<file path="config.mk">
export PLATFORM = sky130hd
export DESIGN_NAME = ide_port_decoder
export DESIGN_NICKNAME = d
export VERILOG_FILES = /design/src/rtl/ide_dec_pkg.sv /design/src/rtl/ide_dec_ctrl.sv /design/src/rtl/ide_dec_path.sv /design/src/rtl/ide_port_decoder.sv
export SDC_FILE = /design/constraint.sdc
export NUM_CORES = 1
export LEC_CHECK = 0
export ABC_AREA = 1
export ABC_CLOCK_PERIOD_IN_PS = 2500
export CORE_UTILIZATION = 53
export CTS_CLUSTER_SIZE = 16
export DETAILED_ROUTE_END_ITERATION = 8
export GPL_TIMING_DRIVEN = 1
export HOLD_SLACK_MARGIN = 0.05
export PLACE_DENSITY = 0.85
export SYNTH_ARGS = -nofsm -noshare
export SYNTH_HDL_FRONTEND = slang
export SYNTH_SLANG_ARGS = --single-unit
</file>
<file path="constraint.sdc">
create_clock -name clk -period 2.5 [get_ports clk]
set_input_delay 0.5 -clock clk [delete_from_list [all_inputs] [get_ports clk]]
set_output_delay 0.5 -clock clk [all_outputs]
set_load 0.01 [all_outputs]
</file>
<file path="src/rtl/ide_dec_pkg.sv">
package ide_dec_pkg;

  typedef enum logic [3:0] {
    REG_NONE     = 4'd0,
    REG_DATA     = 4'd1,
    REG_ERROR    = 4'd2,
    REG_FEATURES = 4'd3,
    REG_SECCNT   = 4'd4,
    REG_SECNUM   = 4'd5,
    REG_CYLLO    = 4'd6,
    REG_CYLHI    = 4'd7,
    REG_DRIVE    = 4'd8,
    REG_HEAD     = 4'd9,
    REG_STATUS   = 4'd10,
    REG_COMMAND  = 4'd11,
    REG_ALTSTAT  = 4'd12,
    REG_DEVCTL   = 4'd13,
    REG_RSVD     = 4'd14
  } regCode_e;

  typedef struct packed {
    logic     hitCmd;
    logic     hitCtl;
    logic     hitFwd;
    logic [2:0] devAddr;
    regCode_e code;
  } decStrobe_t;

endpackage

</file>
<file path="src/rtl/ide_dec_ctrl.sv">
module ide_dec_ctrl
  import ide_dec_pkg::*;
(
  input  logic       clk,
  input  logic       rstN,
  input  logic       accValid,
  input  logic       accWrite,
  input  logic       cmdMatch,
  input  logic       ctlMatch,
  input  logic [2:0] addrLow,
  output decStrobe_t strobes
);

  localparam logic [1:0] CTL_ALT_OFS = 2'd2;
  localparam logic [1:0] CTL_FWD_OFS = 2'd3;

  regCode_e cmdCode;

  always_comb begin
    unique case (addrLow)
      3'd0: cmdCode = REG_DATA;
      3'd1: cmdCode = accWrite ? REG_FEATURES : REG_ERROR;
      3'd2: cmdCode = REG_SECCNT;
      3'd3: cmdCode = REG_SECNUM;
      3'd4: cmdCode = REG_CYLLO;
      3'd5: cmdCode = REG_CYLHI;
      3'd6: cmdCode = accWrite ? REG_HEAD : REG_DRIVE;
      default: cmdCode = accWrite ? REG_COMMAND : REG_STATUS;
    endcase
  end

  always_comb begin
    strobes = '{hitCmd: 1'b0, hitCtl: 1'b0, hitFwd: 1'b0,
                devAddr: 3'd0, code: REG_NONE};
    if (accValid) begin
      if (cmdMatch) begin
        strobes.hitCmd  = 1'b1;
        strobes.devAddr = addrLow;
        strobes.code    = cmdCode;
      end else if (ctlMatch) begin
        if (addrLow[1:0] == CTL_FWD_OFS) begin
          strobes.hitFwd = 1'b1;
        end else if (addrLow[1:0] == CTL_ALT_OFS) begin
          strobes.hitCtl  = 1'b1;
          strobes.devAddr = {1'b1, addrLow[1:0]};
          strobes.code    = accWrite ? REG_DEVCTL : REG_ALTSTAT;
        end else begin
          strobes.hitCtl  = 1'b1;
          strobes.devAddr = addrLow;
          strobes.code    = REG_RSVD;
        end
      end
    end
  end


  one_target_chk: assert property (@(posedge clk) disable iff (!rstN)
    $onehot0({strobes.hitCmd, strobes.hitCtl, strobes.hitFwd}));


  cmd_priority_chk: assert property (@(posedge clk) disable iff (!rstN)
    (accValid && cmdMatch) |-> (strobes.hitCmd && !strobes.hitCtl && !strobes.hitFwd));

endmodule

</file>
<file path="src/rtl/ide_dec_path.sv">
module ide_dec_path
  import ide_dec_pkg::*;
#(
  parameter int ADDR_W    = 16,
  parameter bit SECONDARY = 1'b0
) (
  input  logic              clk,
  input  logic              rstN,
  input  logic              nativeMode,
  input  logic [ADDR_W-1:0] accAddr,
  input  logic              barWrEn,
  input  logic              barSel,
  input  logic [ADDR_W-1:0] barWrData,
  input  decStrobe_t        strobes,
  output logic              cmdMatch,
  output logic              ctlMatch,
  output logic [2:0]        addrLow,
  output logic              cs1N,
  output logic              cs3N,
  output logic [2:0]        devAddr,
  output logic              fwdReq,
  output logic [3:0]        regCode
);

  localparam int NUM_BLK = 2;
  localparam int CMD_LOWB = 3;
  localparam int CTL_LOWB = 2;
  localparam logic [ADDR_W-1:0] CMD_FIXED = SECONDARY ? ADDR_W'('h170) : ADDR_W'('h1F0);
  localparam logic [ADDR_W-1:0] CTL_FIXED = SECONDARY ? ADDR_W'('h374) : ADDR_W'('h3F4);

  logic [ADDR_W-1:0] baseQ [NUM_BLK];

  for (genvar gi = 0; gi < NUM_BLK; gi++) begin : gBar
    localparam int LOWB = (gi == 0) ? CMD_LOWB : CTL_LOWB;
    logic [ADDR_W-1:0] q;
    always_ff @(posedge clk) begin
      if (!rstN) begin
        q <= '0;
      end else if (barWrEn && (barSel == gi[0])) begin
        q <= {barWrData[ADDR_W-1:LOWB], {LOWB{1'b0}}};
      end
    end
    assign baseQ[gi] = q;
  end

  logic [ADDR_W-1:0] cmdBase;
  logic [ADDR_W-1:0] ctlBase;

  assign cmdBase  = nativeMode ? baseQ[0] : CMD_FIXED;
  assign ctlBase  = nativeMode ? baseQ[1] : CTL_FIXED;
  assign cmdMatch = (accAddr[ADDR_W-1:CMD_LOWB] == cmdBase[ADDR_W-1:CMD_LOWB]);
  assign ctlMatch = (accAddr[ADDR_W-1:CTL_LOWB] == ctlBase[ADDR_W-1:CTL_LOWB]);
  assign addrLow  = accAddr[2:0];

  always_ff @(posedge clk) begin
    if (!rstN) begin
      cs1N    <= 1'b1;
      cs3N    <= 1'b1;
      devAddr <= 3'd0;
      fwdReq  <= 1'b0;
      regCode <= REG_NONE;
    end else begin
      cs1N    <= ~strobes.hitCmd;
      cs3N    <= ~strobes.hitCtl;
      devAddr <= strobes.devAddr;
      fwdReq  <= strobes.hitFwd;
      regCode <= strobes.code;
    end
  end


  cs_exclusive_chk: assert property (@(posedge clk) disable iff (!rstN)
    !(!cs1N && !cs3N));


  fwd_unclaimed_chk: assert property (@(posedge clk) disable iff (!rstN)
    fwdReq |-> (cs1N && cs3N && devAddr == 3'd0 && regCode == REG_NONE));


  alt_bit2_chk: assert property (@(posedge clk) disable iff (!rstN)
    (regCode == REG_ALTSTAT || regCode == REG_DEVCTL) |-> (devAddr[2] && !cs3N));


  bar_align_chk: assert property (@(posedge clk) disable iff (!rstN)
    (baseQ[0][CMD_LOWB-1:0] == '0) && (baseQ[1][CTL_LOWB-1:0] == '0));

endmodule

</file>
<file path="src/rtl/ide_port_decoder.sv">
module ide_port_decoder
  import ide_dec_pkg::*;
#(
  parameter int ADDR_W    = 16,
  parameter bit SECONDARY = 1'b0
) (
  input  logic              clk,
  input  logic              rstN,
  input  logic              nativeMode,
  input  logic              accValid,
  input  logic              accWrite,
  input  logic [ADDR_W-1:0] accAddr,
  input  logic              barWrEn,
  input  logic              barSel,
  input  logic [ADDR_W-1:0] barWrData,
  output logic              cs1N,
  output logic              cs3N,
  output logic [2:0]        devAddr,
  output logic              fwdReq,
  output logic [3:0]        regCode
);

  decStrobe_t strobes;
  logic       cmdMatch;
  logic       ctlMatch;
  logic [2:0] addrLow;

  ide_dec_ctrl u_ctrl (
    .clk      (clk),
    .rstN     (rstN),
    .accValid (accValid),
    .accWrite (accWrite),
    .cmdMatch (cmdMatch),
    .ctlMatch (ctlMatch),
    .addrLow  (addrLow),
    .strobes  (strobes)
  );

  ide_dec_path #(.ADDR_W(ADDR_W), .SECONDARY(SECONDARY)) u_path (
    .clk        (clk),
    .rstN       (rstN),
    .nativeMode (nativeMode),
    .accAddr    (accAddr),
    .barWrEn    (barWrEn),
    .barSel     (barSel),
    .barWrData  (barWrData),
    .strobes    (strobes),
    .cmdMatch   (cmdMatch),
    .ctlMatch   (ctlMatch),
    .addrLow    (addrLow),
    .cs1N       (cs1N),
    .cs3N       (cs3N),
    .devAddr    (devAddr),
    .fwdReq     (fwdReq),
    .regCode    (regCode)
  );


  idle_after_gap_chk: assert property (@(posedge clk) disable iff (!rstN)
    !accValid |=> (cs1N && cs3N && !fwdReq && devAddr == 3'd0 && regCode == 4'd0));

endmodule

</file>
==> flow_metrics.py, run 1 <==
metrics = {
    "status": {
        "status": "complete, no violations",
    },
    "die": {
        "die_y_um": 62.7,
        "start_util": 0.568,
        "rows": 21,
        "core_mm2": 0.00344,
        "die_width_um": 62.7,
        "io_pins": 49,
        "die-area_mm2": 0.00393,
    },
    "detailed_routing": {
        "vias": 1988,
        "ant_nets": 0,
        "drc": 0,
        "first_pass_iters": 4,
        "wirelength_um": 4380,
        "viasPerCell": 4.92,
        "wl_per_cell_um": 10.8,
        "drt_iter0_drc": 114,
    },
    "clock_network": {
        "numCtsBuffers": 5,
        "clock-sinks": 37,
        "cts_buffer_depth": 2,
        "h-tree-depth": 2,
        "clk_pin_slew_ns": 0.07,
        "cts_tree": "built",
        "worstSkewPairLatency_ns": 0.29,
        "ctsResizeCount": 0,
        "cts_root_buf": "clkbuf_8",
        "post_cts_buffers": 0,
        "ctsHoldBuffers": 0,
    },
    "timing": {
        "min_period_ns": 2.04,
        "setup_viol": 0,
        "tns_ns": 0,
        "grt_setup_unrepaired": "no",
        "drv_slew": 0,
        "fin_skew_ns": 0.00373,
        "fmax_ghz": 0.490,
        "period_share": 0.817,
        "worstMarginPinSlew_ns": 0.516,
        "hold_viol": 0,
        "relSlewSlack": 0.654,
    },
    "setup_path": {
        "max_stage_delay_ns": 0.59,
        "worst-setup-path-type": "input port to register",
        "crit_slowest_cell": "clkdlybuf4s50_1",
        "cp_common_cell": "nand2_1",
        "cp.required_ns": 2.66,
        "cp-end-kind": "register",
        "crit_chain": "clkdlybuf4s50_1, buf_4, nand2_1, nand2_1, nand2_1, nor2_1, nand2_1, nor2_1, nand2_1, nor2_4, nand3_2",
        "crit_fanout": 17,
        "cp_top_family": "buffers and inverters",
        "arrival_ns": 2.20,
        "path_buf_inv": 2,
        "cp-start-kind": "input port",
    },
    "logic_synthesis": {
        "synth_commonest_cells": "nand2_1, nor2_1, dfxtp_1",
        "synth_edf_count": 0,
        "synth_most_common_cell": "nand2_1",
        "yosysWarnings": 0,
        "postSynth.asyncResetShare": 0,
        "syn_inst": 311,
        "ys_seq_elements": 37,
        "netlist.area_leader.share": 0.379,
        "yosys.area.top_type": "dfxtp_1",
        "synth_nets": 350,
        "synthDistinctLibCells": 20,
        "synthesis.area_mm2": 0.00195,
        "synth_area_leaders": "dfxtp_1, nand2_1, nor2_1",
        "syn_avg_cell_area_um2": 6.28,
        "synth_ff_type": "dfxtp_1",
        "seq_area_frac_synth": 0.379,
    },
    "place": {
        "gp_congestion": 0.871,
        "post-place-cells": 396,
        "hpwl_um": 3180,
        "portBuffers": 46,
    },
    "flow_run": {
        "cap_violations": 0,
    },
    "pwr": {
        "power_density_mw_per_mm2": 547,
        "power.leakage_nw": 1.19,
        "ir_drop_uv": 395,
    },
    "layout": {
        "antennaDiodeCount": 0,
        "final_nets": 396,
        "drive_gt1_frac": 0.0503,
        "finalNonFillerCells": 404,
        "area_delta_synth_final_pct": 30.8,
    },
    "global_route": {
        "grt_pass1_vias": 1871,
        "gr-total-overflow": 0,
        "antenna_found_initial": 0,
        "grt_pass1_wl_um": 7550,
        "grt_usage": 0.241,
        "grt_max_degree": 33,
    },
    "hold_path": {
        "hold_path.class": "register to register",
    },
}
final timing paths:
| path | startpoint | depth (start not counted) | slack (ns) | to |
|---|---|---|---|---|
| worst max register to register | u_path.gBar[1].q[6] | 8 | 1.13 | u_path.cs3N |
| worst min-delay path | u_path.gBar[1].q[6] | 2 | 0.48 | u_path.gBar[1].q[6] |
| worst max-delay path | nativeMode | 11 | 0.46 | u_path.cs3N |
| worst min register to register | u_path.gBar[1].q[6] | 2 | 0.48 | u_path.gBar[1].q[6] |
sequential cells by signal, indices dropped and copies added, names as in the netlist:
register / cells
u_path.cs3N: 1
u_path.cs1N: 1
u_path.devAddr: 3
u_path.fwdReq: 1
u_path.regCode: 4
u_path.gBar.q: 27
tightest hold or removal path, stage by stage (launching register included):
cell     delay [ns]
dfxtp_1        0.31
inv_1          0.06
a21oi_1        0.06
layout by cell type, fill, tap and decap left out, types with 3 or more instances in the layout:
cell type        netlist  layout
a21oi_1               15      15
buf_4                  2       4
nor2_1                51      51
o21ai_0               30      30
inv_1                 32      32
nand4_1                3       3
clkbuf_8               0       6
dfxtp_1               37      37
clkdlybuf4s50_1        0      46
nand2_1               89      89
nand3_1               30      30
area by class of cell:
type	count	area, um^2
multi-input cells	228	1000
well taps	46	57.6
clock inverters	1	30.0
inverters	34	128
clock buffers	7	86.3
fillers	285	886
repair buffers	51	510
flip-flops and latches	37	741
kinds of logic after synthesis:
logic type | share of synthesized area
flip-flops | 0.379
buffers and inverters | 0.108
AND/OR/NAND/NOR | 0.381
AO/OA/AOI/OAI | 0.133
layer usage:
| layer | share of wire | global-route usage | vias up |
|---|---|---|---|
| met5 | 0 | 0 | - |
| met4 | 0.018 | 0.122 | 0 |
| met3 | 0.044 | 0.0547 | 9 |
| met2 | 0.48 | 0.410 | 55 |
| met1 | 0.45 | 0.281 | 851 |
| li1 | - | - | 1073 |
through the flow:
stage | hold slack [ns] | worst slack, ns | power (mW) | util | area, um^2
after floorplan | 0.440 | 0.934 | 0.780 | - | 1950
after global placement | 0.455 | 0.190 | 0.868 | 0.709 | 2440
after detailed placement | 0.457 | 0.181 | 0.875 | 0.709 | 2440
after CTS | 0.474 | 0.465 | 1.40 | 0.743 | 2560
after global routing | 0.497 | 0.300 | 1.46 | 0.743 | 2560
final | 0.475 | 0.458 | 1.40 | 0.743 | 2560
power breakdown:
part           switching [mW]  internal (mW)  total [mW]
Sequential             0.0160          0.618       0.634
Combinational           0.125          0.107       0.232
Clock                   0.207          0.325       0.532
(Power assumes the default switching activity.)
==> run 2, diff against run 1 <==
--- a/config.mk
+++ b/config.mk
@@ -6,13 +6,13 @@
 export NUM_CORES = 1
 export LEC_CHECK = 0
 export ABC_AREA = 1
-export ABC_CLOCK_PERIOD_IN_PS = 2500
-export CORE_UTILIZATION = 53
+export ABC_CLOCK_PERIOD_IN_PS = 1900
+export CORE_UTILIZATION = 49
 export CTS_CLUSTER_SIZE = 16
 export DETAILED_ROUTE_END_ITERATION = 8
 export GPL_TIMING_DRIVEN = 1
 export HOLD_SLACK_MARGIN = 0.05
-export PLACE_DENSITY = 0.85
+export PLACE_DENSITY = 0.8
 export SYNTH_ARGS = -nofsm -noshare
 export SYNTH_HDL_FRONTEND = slang
 export SYNTH_SLANG_ARGS = --single-unit
==> constraint.sdc (replaced) <==
create_clock -name clk -period 1.9 [get_ports clk]
set_input_delay 0.38 -clock clk [delete_from_list [all_inputs] [get_ports clk]]
set_output_delay 0.38 -clock clk [all_outputs]
set_load 0.01 [all_outputs]
==> run 2 against run 1 <==
Net effect:
- via count up 3.9%
- non-clock buffer count up 7
- clock-buffer cell count is 1 lower
- sequential share of layout area shrank 0.25 points
- first-iteration DRC count down 15%
- setup slack lost 0.18 ns
- sequential cell count did not move
- critical endpoint is now u_path.regCode[2]
- largest cell class unchanged
==> flow_metrics.py, run 2 (synthesis gave the netlist of run 1 again) <==
metrics = {
    "setup_path": {
        "path_buf_inv": 2,
        "cp-end-kind": "register",
        "reg2reg_from": "u_path.gBar[1].q[10]",
        "reg2regPathDepth": 10,
        "cp-start-kind": "input port",
        "crit_slowest_cell": "clkdlybuf4s50_1",
        "cp.required_ns": 2.14,
        "crit_chain": "clkdlybuf4s50_1, inv_1, nand3_1, nand2_1, nor2_1, nand2_1, nor2_2, nand2_1, nor2_4, nand3_2, nand2_1",
        "rrSetupSlack_ns": 0.55,
        "crit_fanout": 5,
        "max_stage_delay_ns": 0.51,
        "arrival_ns": 1.86,
        "r2r_end": "u_path.regCode[2]",
        "cp_top_family": "simple AND/OR/NAND/NOR gates",
        "worst-setup-path-type": "input port to register",
        "cp_common_cell": "nand2_1",
    },
    "hold_path": {
        "whs_endpoint": "u_path.gBar[1].q[6]",
        "hold_depth": 2,
        "hp-start": "u_path.gBar[1].q[6]",
        "hold_path.class": "register to register",
    },
    "place": {
        "hpwl_um": 3360,
        "gp_congestion": 0.894,
        "pre_cts_ws_ns": -0.291,
        "portBuffers": 46,
        "post-place-cells": 405,
        "placed_cell_area_mm2": 0.00248,
    },
    "global_route": {
        "gr-total-overflow": 0,
        "grt_usage": 0.237,
        "grt_pass1_wl_um": 7750,
        "grt_pass1_vias": 1893,
        "antenna_found_initial": 0,
        "grt_max_degree": 28,
    },
    "die": {
        "start_util": 0.522,
        "core_mm2": 0.00374,
        "rows": 22,
        "die_y_um": 65.2,
        "die-area_mm2": 0.00425,
        "io_pins": 49,
        "die_width_um": 65.2,
    },
    "pwr": {
        "power.leakage_nw": 1.22,
        "power.internal_mw": 1.21,
        "seqPwrFrac": 0.497,
        "power_density_mw_per_mm2": 652,
        "ir_drop_uv": 468,
        "p_sw_mw": 0.466,
        "clock_power_share": 0.317,
        "comb_power_share": 0.186,
        "swShare": 0.277,
    },
    "layout": {
        "design_area_mm2": 0.00258,
        "final_util": 0.689,
        "final_common_cell": "nand2_1",
        "antennaDiodeCount": 0,
        "drive_gt1_frac": 0.0685,
        "area_delta_synth_final_pct": 31.9,
        "regMostFlops": "u_path.gBar.q",
        "reg.largest.list": "u_path.gBar.q x27, u_path.regCode x4, u_path.devAddr x3",
        "largest_reg_flops": 27,
        "final_nets": 403,
        "layout.cells.most_common_list": "nand2_1, nor2_1, clkdlybuf4s50_1",
        "finalNonFillerCells": 413,
    },
    "timing": {
        "setup_ws_ns": 0.280,
        "hold_viol": 0,
        "fin_skew_ns": 0.00267,
        "grt_setup_unrepaired": "no",
        "drv_slew": 0,
        "setup_viol": 0,
        "fmax_ghz": 0.617,
        "period_share": 0.853,
        "worstMarginPinSlew_ns": 0.293,
        "relSlewSlack": 0.805,
        "min_period_ns": 1.62,
    },
    "clock_network": {
        "h-tree-depth": 2,
        "worstSkewPairLatency_ns": 0.30,
        "numCtsBuffers": 5,
        "cts_buffer_depth": 2,
        "cts_root_buf": "clkbuf_8",
        "cts_tree": "built",
        "post_cts_buffers": 0,
        "clock-sinks": 37,
        "clk_pin_slew_ns": 0.07,
        "ctsResizeCount": 0,
        "ctsHoldBuffers": 0,
    },
    "detailed_routing": {
        "drc": 0,
        "vias": 2065,
        "ant_nets": 0,
        "wirelength_um": 4520,
        "first_pass_iters": 4,
        "drt_iter0_drc": 97,
        "viasPerCell": 5.00,
        "wl_per_cell_um": 10.9,
    },
    "status": {
        "status": "complete, no violations",
    },
    "flow_run": {
        "cap_violations": 0,
    },
}
-- run 2: metal layers --
metal	global-route usage	up-vias	share of wire
met5	0	-	0
met2	0.408	57	0.48
met4	0.128	0	0.020
li1	-	1086	-
met1	0.276	913	0.46
met3	0.0469	9	0.047
-- run 2: layout make-up --
type	instances	area, um^2
fill	347	1160
multi-input combinational	228	1000
sequential	37	741
timing repair buffer	58	564
inverter	34	128
clock buffer	6	72.6
tap	48	60.1
clock inverter	2	10.0
-- run 2: worst max-delay path by stage --
stage          cells after the start                 to  slack (ns)         from
2_1_floorplan                     10  u_path.regCode[3]        0.45   nativeMode
3_3_place_gp                      11        u_path.cs3N       -0.25   nativeMode
3_5_place_dp                      11        u_path.cs3N       -0.29   nativeMode
4_1_cts                           12  u_path.regCode[2]        0.02   nativeMode
5_1_grt                           11  u_path.devAddr[2]        0.13  accAddr[10]
6_report                          11  u_path.regCode[2]        0.28  accAddr[10]
-- run 2: per-stage QoR --
stage	setup TNS, ns	power, mW	hold slack [ns]
finish	0	1.68	0.473
global route	0	1.77	0.496
CTS	0	1.69	0.473
detailed placement	-2.65	1.16	0.462
global placement	-2.17	1.15	0.455
floorplan	0	1.03	0.440
-- run 2: power groups by stage --
stage / clock network, mW / logic (mW) / registers (mW)
floorplan: 0 / 0.180 / 0.846
global placement: 0 / 0.300 / 0.849
detailed placement: 0 / 0.307 / 0.851
CTS: 0.543 / 0.309 / 0.834
global route: 0.578 / 0.356 / 0.838
finish: 0.533 / 0.313 / 0.835
-- run 2: tightest hold or removal path, cell delays in order (launching register included) --
cell and delay [ns]:
dfxtp_1 0.31, inv_1 0.06, a21oi_1 0.06
